<file path="src/rtl/pbm_pkg.sv">
package pbm_pkg;
   typedef enum logic [1:0] {
      ST_IDLE,
      ST_SETUP,
      ST_RUN,
      ST_END
   } pbm_state_e;
endpackage

</file>
<file path="src/rtl/pbm_wait_timer.sv">
module pbm_wait_timer #(
   parameter int WAIT_CYC = 3
) (
   input  logic clk,
   input  logic rst_n,
   input  logic load,
   output logic expired
);
   localparam int CNT_W = (WAIT_CYC < 2) ? 1 : $clog2(WAIT_CYC);
   localparam logic [CNT_W-1:0] RELOAD = CNT_W'(WAIT_CYC - 1);

   logic [CNT_W-1:0] cnt_q;

   always_ff @(posedge clk or negedge rst_n) begin
      if (!rst_n)
         cnt_q <= '0;
      else if (load)
         cnt_q <= RELOAD;
      else if (cnt_q != '0)
         cnt_q <= cnt_q - 1'b1;
   end

   assign expired = (cnt_q == '0);
endmodule

</file>
<file path="src/rtl/pbm_chan_decode.sv">
module pbm_chan_decode #(
   parameter int NUM_CHAN = 4,
   parameter int IDX_W    = 3
) (
   input  logic [IDX_W-1:0]    idx,
   output logic [NUM_CHAN-1:0] onehot,
   output logic                in_range
);
   for (genvar k = 0; k < NUM_CHAN; k++) begin : g_sel
      assign onehot[k] = (idx == IDX_W'(k));
   end
   assign in_range = |onehot;
endmodule

</file>
<file path="src/rtl/pbus_cycle_master.sv">
module pbus_cycle_master
   import pbm_pkg::*;
#(
   parameter int NUM_CHAN = 4,
   parameter int IDX_W    = 3,
   parameter int ADDR_W   = 3,
   parameter int DATA_W   = 8,
   parameter int WAIT_CYC = 3
) (
   input  logic                clk,
   input  logic                rst_n,
   input  logic                req_valid,
   input  logic                req_write,
   input  logic [IDX_W-1:0]    req_chan,
   input  logic [ADDR_W-1:0]   req_addr,
   input  logic [DATA_W-1:0]   req_wdata,
   output logic                busy,
   output logic                done,
   output logic                err,
   output logic [DATA_W-1:0]   rdata,
   output logic [ADDR_W-1:0]   bus_addr,
   output logic [DATA_W-1:0]   bus_dout,
   output logic                bus_oe,
   input  logic [DATA_W-1:0]   bus_din,
   output logic [NUM_CHAN-1:0] cs_n,
   output logic                wr_n,
   output logic                rd_n
);
   // phase numbering: 1 select on, 2 strobe on, then per direction
   localparam logic [2:0] PH_WR_LAST = 3'd3;
   localparam logic [2:0] PH_RD_LAST = 3'd4;

   if (WAIT_CYC < 1) begin : g_bad_wait
      $error("WAIT_CYC must be at least 1");
   end
   if ((1 << IDX_W) < NUM_CHAN) begin : g_bad_idx
      $error("IDX_W too narrow for NUM_CHAN");
   end

   pbm_state_e          state_q;
   logic [2:0]          ph_q;
   logic                is_wr_q;
   logic                cs_act_q;
   logic [NUM_CHAN-1:0] sel_q;
   logic [NUM_CHAN-1:0] dec_onehot;
   logic                dec_ok;
   logic                tmr_load;
   logic                tmr_zero;
   logic                step;

   pbm_chan_decode #(.NUM_CHAN(NUM_CHAN), .IDX_W(IDX_W)) u_dec (
      .idx      (req_chan),
      .onehot   (dec_onehot),
      .in_range (dec_ok)
   );

   assign step     = (state_q == ST_RUN) && tmr_zero;
   assign tmr_load = (state_q == ST_SETUP) || step;

   pbm_wait_timer #(.WAIT_CYC(WAIT_CYC)) u_tmr (
      .clk     (clk),
      .rst_n   (rst_n),
      .load    (tmr_load),
      .expired (tmr_zero)
   );

   always_ff @(posedge clk or negedge rst_n) begin
      if (!rst_n) begin
         state_q  <= ST_IDLE;
         ph_q     <= '0;
         is_wr_q  <= 1'b0;
         cs_act_q <= 1'b0;
         sel_q    <= '0;
         wr_n     <= 1'b1;
         rd_n     <= 1'b1;
         bus_oe   <= 1'b0;
         busy     <= 1'b0;
         done     <= 1'b0;
         err      <= 1'b0;
         bus_addr <= '0;
         bus_dout <= '0;
         rdata    <= '0;
      end else begin
         done <= 1'b0;
         err  <= 1'b0;
         unique case (state_q)
            ST_IDLE: begin
               if (req_valid) begin
                  if (dec_ok) begin
                     sel_q    <= dec_onehot;
                     bus_addr <= req_addr;
                     bus_dout <= req_wdata;
                     bus_oe   <= req_write;
                     is_wr_q  <= req_write;
                     busy     <= 1'b1;
                     state_q  <= ST_SETUP;
                  end else begin
                     done <= 1'b1;
                     err  <= 1'b1;
                  end
               end
            end
            ST_SETUP: begin
               cs_act_q <= 1'b1;
               ph_q     <= 3'd1;
               state_q  <= ST_RUN;
            end
            ST_RUN: begin
               if (step) begin
                  ph_q <= ph_q + 3'd1;
                  if (is_wr_q) begin
                     case (ph_q)
                        3'd1:    wr_n <= 1'b0;
                        3'd2:    wr_n <= 1'b1;
                        default: ;
                     endcase
                     if (ph_q == PH_WR_LAST) begin
                        cs_act_q <= 1'b0;
                        state_q  <= ST_END;
                     end
                  end else begin
                     case (ph_q)
                        3'd1:    rd_n  <= 1'b0;
                        3'd2:    rdata <= bus_din;
                        3'd3:    rd_n  <= 1'b1;
                        default: ;
                     endcase
                     if (ph_q == PH_RD_LAST) begin
                        cs_act_q <= 1'b0;
                        state_q  <= ST_END;
                     end
                  end
               end
            end
            ST_END: begin
               busy    <= 1'b0;
               done    <= 1'b1;
               bus_oe  <= 1'b0;
               state_q <= ST_IDLE;
            end
            default: state_q <= ST_IDLE;
         endcase
      end
   end

   assign cs_n = ~(sel_q & {NUM_CHAN{cs_act_q}});
endmodule

</file>
<file path="config.mk">
export PLATFORM = sky130hd
export DESIGN_NAME = pbus_cycle_master
export DESIGN_NICKNAME = d
export VERILOG_FILES = /design/src/rtl/pbm_pkg.sv /design/src/rtl/pbm_wait_timer.sv /design/src/rtl/pbm_chan_decode.sv /design/src/rtl/pbus_cycle_master.sv
export SDC_FILE = /design/constraint.sdc
export NUM_CORES = 1
export LEC_CHECK = 0
export BUFFER_PORTS_ARGS = -buffer_cell sky130_fd_sc_hd__clkbuf_2
export CAP_MARGIN = 20
export CORE_MARGIN = 2
export CORE_UTILIZATION = 50
export DETAILED_ROUTE_END_ITERATION = 8
export HOLD_SLACK_MARGIN = 0.15
export PLACE_DENSITY = 0.76
export SLEW_MARGIN = 20
export SYNTH_ARGS = -nofsm -noshare
export SYNTH_HDL_FRONTEND = slang
export SYNTH_SLANG_ARGS = --single-unit
</file>
<file path="constraint.sdc">
create_clock -name clk -period 2.8 [get_ports clk]
set_clock_uncertainty 0.15 [all_clocks]
set_input_delay 0.14 -clock clk [delete_from_list [all_inputs] [get_ports clk]]
set_output_delay 0.14 -clock clk [all_outputs]
set_load 0.02 [all_outputs]
</file>
==> impl_results.html <==
<table>
<tr><th>Metric</th><th>Value</th></tr>
<tr><th colspan="2">Global routing</th></tr>
<tr><td>GRT Resource Usage Total</td><td>20.24%</td></tr>
<tr><td>Congestion Overflow GR</td><td>0</td></tr>
<tr><td>Number of global-route vias before repair</td><td>1,319</td></tr>
<tr><td>Antenna violations before repair</td><td>0</td></tr>
<tr><td>Wire length of the first global-routing pass</td><td>6099 um</td></tr>
<tr><td>Pin count of the biggest net entering global routing</td><td>39</td></tr>
<tr><th colspan="2">CTS</th></tr>
<tr><td>TritonCTS clock tree</td><td>yes</td></tr>
<tr><td>Hold Buf Count CTS</td><td>27</td></tr>
<tr><td>Inserted Clock Buffers</td><td>5</td></tr>
<tr><td>Clock tree sinks</td><td>38</td></tr>
<tr><td>Number of gates resized after CTS</td><td>0</td></tr>
<tr><td>H-tree levels</td><td>2</td></tr>
<tr><td>CTS Root Buffer Type</td><td>sky130_fd_sc_hd__clkbuf_4</td></tr>
<tr><td>Worst-Skew Late Latency</td><td>0.33 ns</td></tr>
<tr><td>Clock-pin slew on the worst setup and hold paths</td><td>0.10 ns</td></tr>
<tr><td>Buffer depth of the longest clock path</td><td>2</td></tr>
<tr><td>Number of buffers added for setup after CTS</td><td>0</td></tr>
<tr><th colspan="2">Pwr</th></tr>
<tr><td>VDD IR-drop max</td><td>0.0005362 V</td></tr>
<tr><td>Leak</td><td>1.161 nW</td></tr>
<tr><td>Power density relative to cell area</td><td>992.5 nW/um2</td></tr>
<tr><th colspan="2">Worst setup path</th></tr>
<tr><td>Data required time at the worst endpoint</td><td>2.92 ns</td></tr>
<tr><td>Type of the setup path with the least slack</td><td>reg -&gt; reg</td></tr>
<tr><td>Reg2Reg Launch Point</td><td>state_q[0]</td></tr>
<tr><td>Launching element type of the critical path</td><td>flip-flop</td></tr>
<tr><td>Master of the slowest instance on the critical path</td><td>sky130_fd_sc_hd__dlygate4sd3_1</td></tr>
<tr><td>Biggest fanout along the worst timing path</td><td>13</td></tr>
<tr><td>Worst setup EP type</td><td>flip-flop</td></tr>
<tr><td>R2r worst-path depth</td><td>5</td></tr>
<tr><td>Worst-path cell chain</td><td>inv_1 &gt; ha_1 &gt; nand3b_1 &gt; o31ai_1 &gt; dlygate4sd3_1</td></tr>
<tr><td>Critical register-to-register path endpoint</td><td>sel_q[0]</td></tr>
<tr><td>FF-to-FF setup slack</td><td>0.52 ns</td></tr>
<tr><td>Arrival time worst endpoint</td><td>2.40 ns</td></tr>
<tr><td>Critical Path Max Stage Delay</td><td>0.58 ns</td></tr>
<tr><th colspan="2">Synthesis</th></tr>
<tr><td>Syn. warnings</td><td>0</td></tr>
<tr><td>Number of register bits inferred by synthesis</td><td>38</td></tr>
<tr><td>Post-synthesis instance area</td><td>1705 um2</td></tr>
<tr><td>Portion of the post-synthesis area used by sequential elements</td><td>55.91%</td></tr>
<tr><td>Distinct cell type count of the synthesized netlist</td><td>32</td></tr>
<tr><td>Mapped Nets</td><td>173</td></tr>
<tr><td>Synthesized instance count</td><td>137</td></tr>
<tr><td>Post-synthesis average cell area</td><td>12.45 um2</td></tr>
<tr><th colspan="2">Routing</th></tr>
<tr><td>Sum of routed wire length over all layers</td><td>3535 um</td></tr>
<tr><td>Routed vias</td><td>1,309</td></tr>
<tr><td>Detailed Routing Iterations Pass 1</td><td>4</td></tr>
<tr><td>DRC</td><td>0</td></tr>
<tr><td>Post-detailed-route count of antenna-violating nets</td><td>0</td></tr>
<tr><td>Final routed wire length divided by cell count</td><td>13.24 um</td></tr>
<tr><td>Number of DRC markers in iteration 0</td><td>49</td></tr>
<tr><td>Routed via count divided by cell count</td><td>4.903</td></tr>
<tr><th colspan="2">Floorplan</th></tr>
<tr><td>Top-level port count</td><td>55</td></tr>
<tr><td>Die outline area</td><td>3894 um2</td></tr>
<tr><td>Die H</td><td>62.40 um</td></tr>
<tr><td>Core footprint</td><td>3311 um2</td></tr>
<tr><td>Std cell rows</td><td>21</td></tr>
<tr><td>Starting Density</td><td>51.51%</td></tr>
<tr><td>Die X</td><td>62.40 um</td></tr>
<tr><th colspan="2">STA</th></tr>
<tr><td>Shortest period the worst path allows</td><td>2.276 ns</td></tr>
<tr><td>Slew @ Worst Pin</td><td>0.9064 ns</td></tr>
<tr><td>Fin worst setup slack</td><td>0.5239 ns</td></tr>
<tr><td>Final-report hold violation count</td><td>0</td></tr>
<tr><td>Final critical-path share of the clock period</td><td>81.29%</td></tr>
<tr><td>Final count of pins violating max slew</td><td>0</td></tr>
<tr><td>Max Clk Rate</td><td>439.3 MHz</td></tr>
<tr><td>Setup TNS</td><td>0 ns</td></tr>
<tr><td>Total of endpoints with negative setup slack in the final report</td><td>0</td></tr>
<tr><td>Max-slew headroom at the worst pin</td><td>39.57%</td></tr>
<tr><td>Unrepaired setup endpoints after global routing</td><td>false</td></tr>
<tr><th colspan="2">Finish</th></tr>
<tr><td>Non-filler instance count after layout</td><td>267</td></tr>
<tr><td>Net total in the final layout</td><td>258</td></tr>
<tr><td>Fillers</td><td>236</td></tr>
<tr><td>Synthesis-to-finish area growth</td><td>37.05%</td></tr>
<tr><td>Antenna diode count</td><td>0</td></tr>
<tr><td>Share of layout cells above drive strength 1</td><td>40.27%</td></tr>
<tr><td>Most common cell after layout, fill and taps aside</td><td>sky130_fd_sc_hd__clkbuf_2</td></tr>
<tr><td>Final Core Density</td><td>70.60%</td></tr>
<tr><td>Top library cells by usage in the layout, fill and taps aside</td><td>54 x sky130_fd_sc_hd__clkbuf_2, 36 x sky130_fd_sc_hd__dfrtp_1, 27 x sky130_fd_sc_hd__dlygate4sd3_1</td></tr>
<tr><th colspan="2">Run</th></tr>
<tr><td>Number of maximum-capacitance constraint violations</td><td>0</td></tr>
<tr><th colspan="2">Min path</th></tr>
<tr><td>Path class of the lowest-slack min-delay path</td><td>in -&gt; async</td></tr>
<tr><th colspan="2">Placed design</th></tr>
<tr><td>Quantity of I/O buffers inserted on ports</td><td>54</td></tr>
<tr><td>Placement-stage worst setup slack</td><td>0.7235 ns</td></tr>
<tr><td>Placed wire-length estimate</td><td>2340 um</td></tr>
<tr><td>Placed instance count</td><td>234</td></tr>
<tr><td>Placer's final routability congestion estimate</td><td>0.7608</td></tr>
<tr><th colspan="2">Status</th></tr>
<tr><td>Result of the run</td><td>finished, final reports clean</td></tr>
</table>
## worst max-delay path by stage
| stage | endpoint | start | slack [ns] |
|---|---|---|---|
| floorplan | state_q[1] | state_q[0] | 1.01 |
| global placement | state_q[1] | state_q[0] | 0.86 |
| detailed placement | state_q[1] | state_q[0] | 0.72 |
| CTS | sel_q[0] | state_q[0] | 0.54 |
| global route | sel_q[0] | state_q[0] | 0.25 |
| finish | sel_q[0] | state_q[0] | 0.52 |
## state kept, by name (all words and copies together), names as in the netlist, 2 cells and up
signal / count
rdata: 8
ph_q: 3
bus_addr: 3
bus_dout: 8
u_tmr.cnt_q: 2
state_q: 2
sel_q: 4
## final cells by class
| type | count | area, um2 | share of cell area [%] |
|---|---|---|---|
| well taps | 46 | 57.56 | 2.463 |
| clock buffers | 6 | 51.30 | 2.195 |
| repair buffers | 82 | 548.0 | 23.45 |
| inverters | 10 | 40.04 | 1.713 |
| flip-flops and latches | 38 | 953.4 | 40.79 |
| multi-input cells | 85 | 686.9 | 29.39 |
## worst max-delay path, delay by kind of cell (launching register included)
family | cells | cell delay [ns]
AO/OA/AOI/OAI | 1 | 0.35
AND/OR/NAND/NOR | 1 | 0.36
flip-flops | 1 | 0.43
adder cells (fa/ha/maj) | 1 | 0.25
buffers and inverters | 2 | 0.68
## through the flow
step	total power, mW	hold WS (ns)	instance area, um2
2_1_floorplan	1.689	-0.3056	1705
3_3_place_gp	1.966	0.1460	2016
3_5_place_dp	2.023	0.1731	2016
4_1_cts	2.337	0.3455	2337
5_1_grt	2.507	0.3650	2337
6_report	2.320	0.3103	2337
## kinds of logic (layout without fill, tap and decap cells)
kind of cell	Yosys count	in the layout	share of synthesized area (%)
fa+ha+maj	10	10	7.337
compound gates	18	18	6.677
buf+inv	14	98	3.815
simple gates	32	32	9.979
flops	38	38	55.91
mux	25	25	16.29
## metal layers
layer | up-vias | wire length, um | GRT usage, %
li1 | 642 | - | -
met1 | 625 | 1407 | 21.99
met2 | 36 | 1941 | 37.50
met3 | 6 | 121 | 4.324
met4 | 0 | 64 | 9.167
met5 | - | 0 | 0
## cell usage after synthesis
cell,instances,area [um2]
sky130_fd_sc_hd__or3_1,1,6.260
sky130_fd_sc_hd__nand3b_1,2,15.01
sky130_fd_sc_hd__a31oi_1,1,6.260
sky130_fd_sc_hd__clkbuf_1,1,3.750
sky130_fd_sc_hd__a21boi_0,1,7.510
sky130_fd_sc_hd__a21boi_1,1,7.510
sky130_fd_sc_hd__ha_1,10,125.1
sky130_fd_sc_hd__buf_2,2,10.01
sky130_fd_sc_hd__mux2i_1,3,30.03
sky130_fd_sc_hd__o22a_2,1,10.01
sky130_fd_sc_hd__and4bb_2,1,12.51
sky130_fd_sc_hd__and3_1,1,6.260
sky130_fd_sc_hd__o21ai_0,7,35.03
sky130_fd_sc_hd__mux2_2,21,236.5
sky130_fd_sc_hd__nand3_1,2,10.01
sky130_fd_sc_hd__nor3b_1,1,7.510
sky130_fd_sc_hd__nor2_1,3,11.26
sky130_fd_sc_hd__nand2_1,14,52.55
sky130_fd_sc_hd__dfstp_2,2,52.55
sky130_fd_sc_hd__nand2_2,1,6.260
sky130_fd_sc_hd__a21oi_1,4,20.02
sky130_fd_sc_hd__nand2b_1,3,18.77
sky130_fd_sc_hd__a222oi_1,1,10.01
sky130_fd_sc_hd__inv_4,1,6.260
sky130_fd_sc_hd__buf_6,1,11.26
sky130_fd_sc_hd__inv_1,9,33.78
sky130_fd_sc_hd__mux2_1,1,11.26
sky130_fd_sc_hd__o31ai_1,1,7.510
sky130_fd_sc_hd__a32o_1,1,10.01
sky130_fd_sc_hd__or2_2,1,6.260
sky130_fd_sc_hd__dfrtp_1,36,900.9
sky130_fd_sc_hd__and3b_1,2,17.52
## where the power goes
part / internal [mW] / leakage, nW / switching [mW]
Clock: 0.113 / 0.0302 / 0.161
Sequential: 0.801 / 0.456 / 0.157
Combinational: 0.478 / 0.675 / 0.609
Total: 1.39 / 1.16 / 0.927
(Power assumes the default switching activity.)
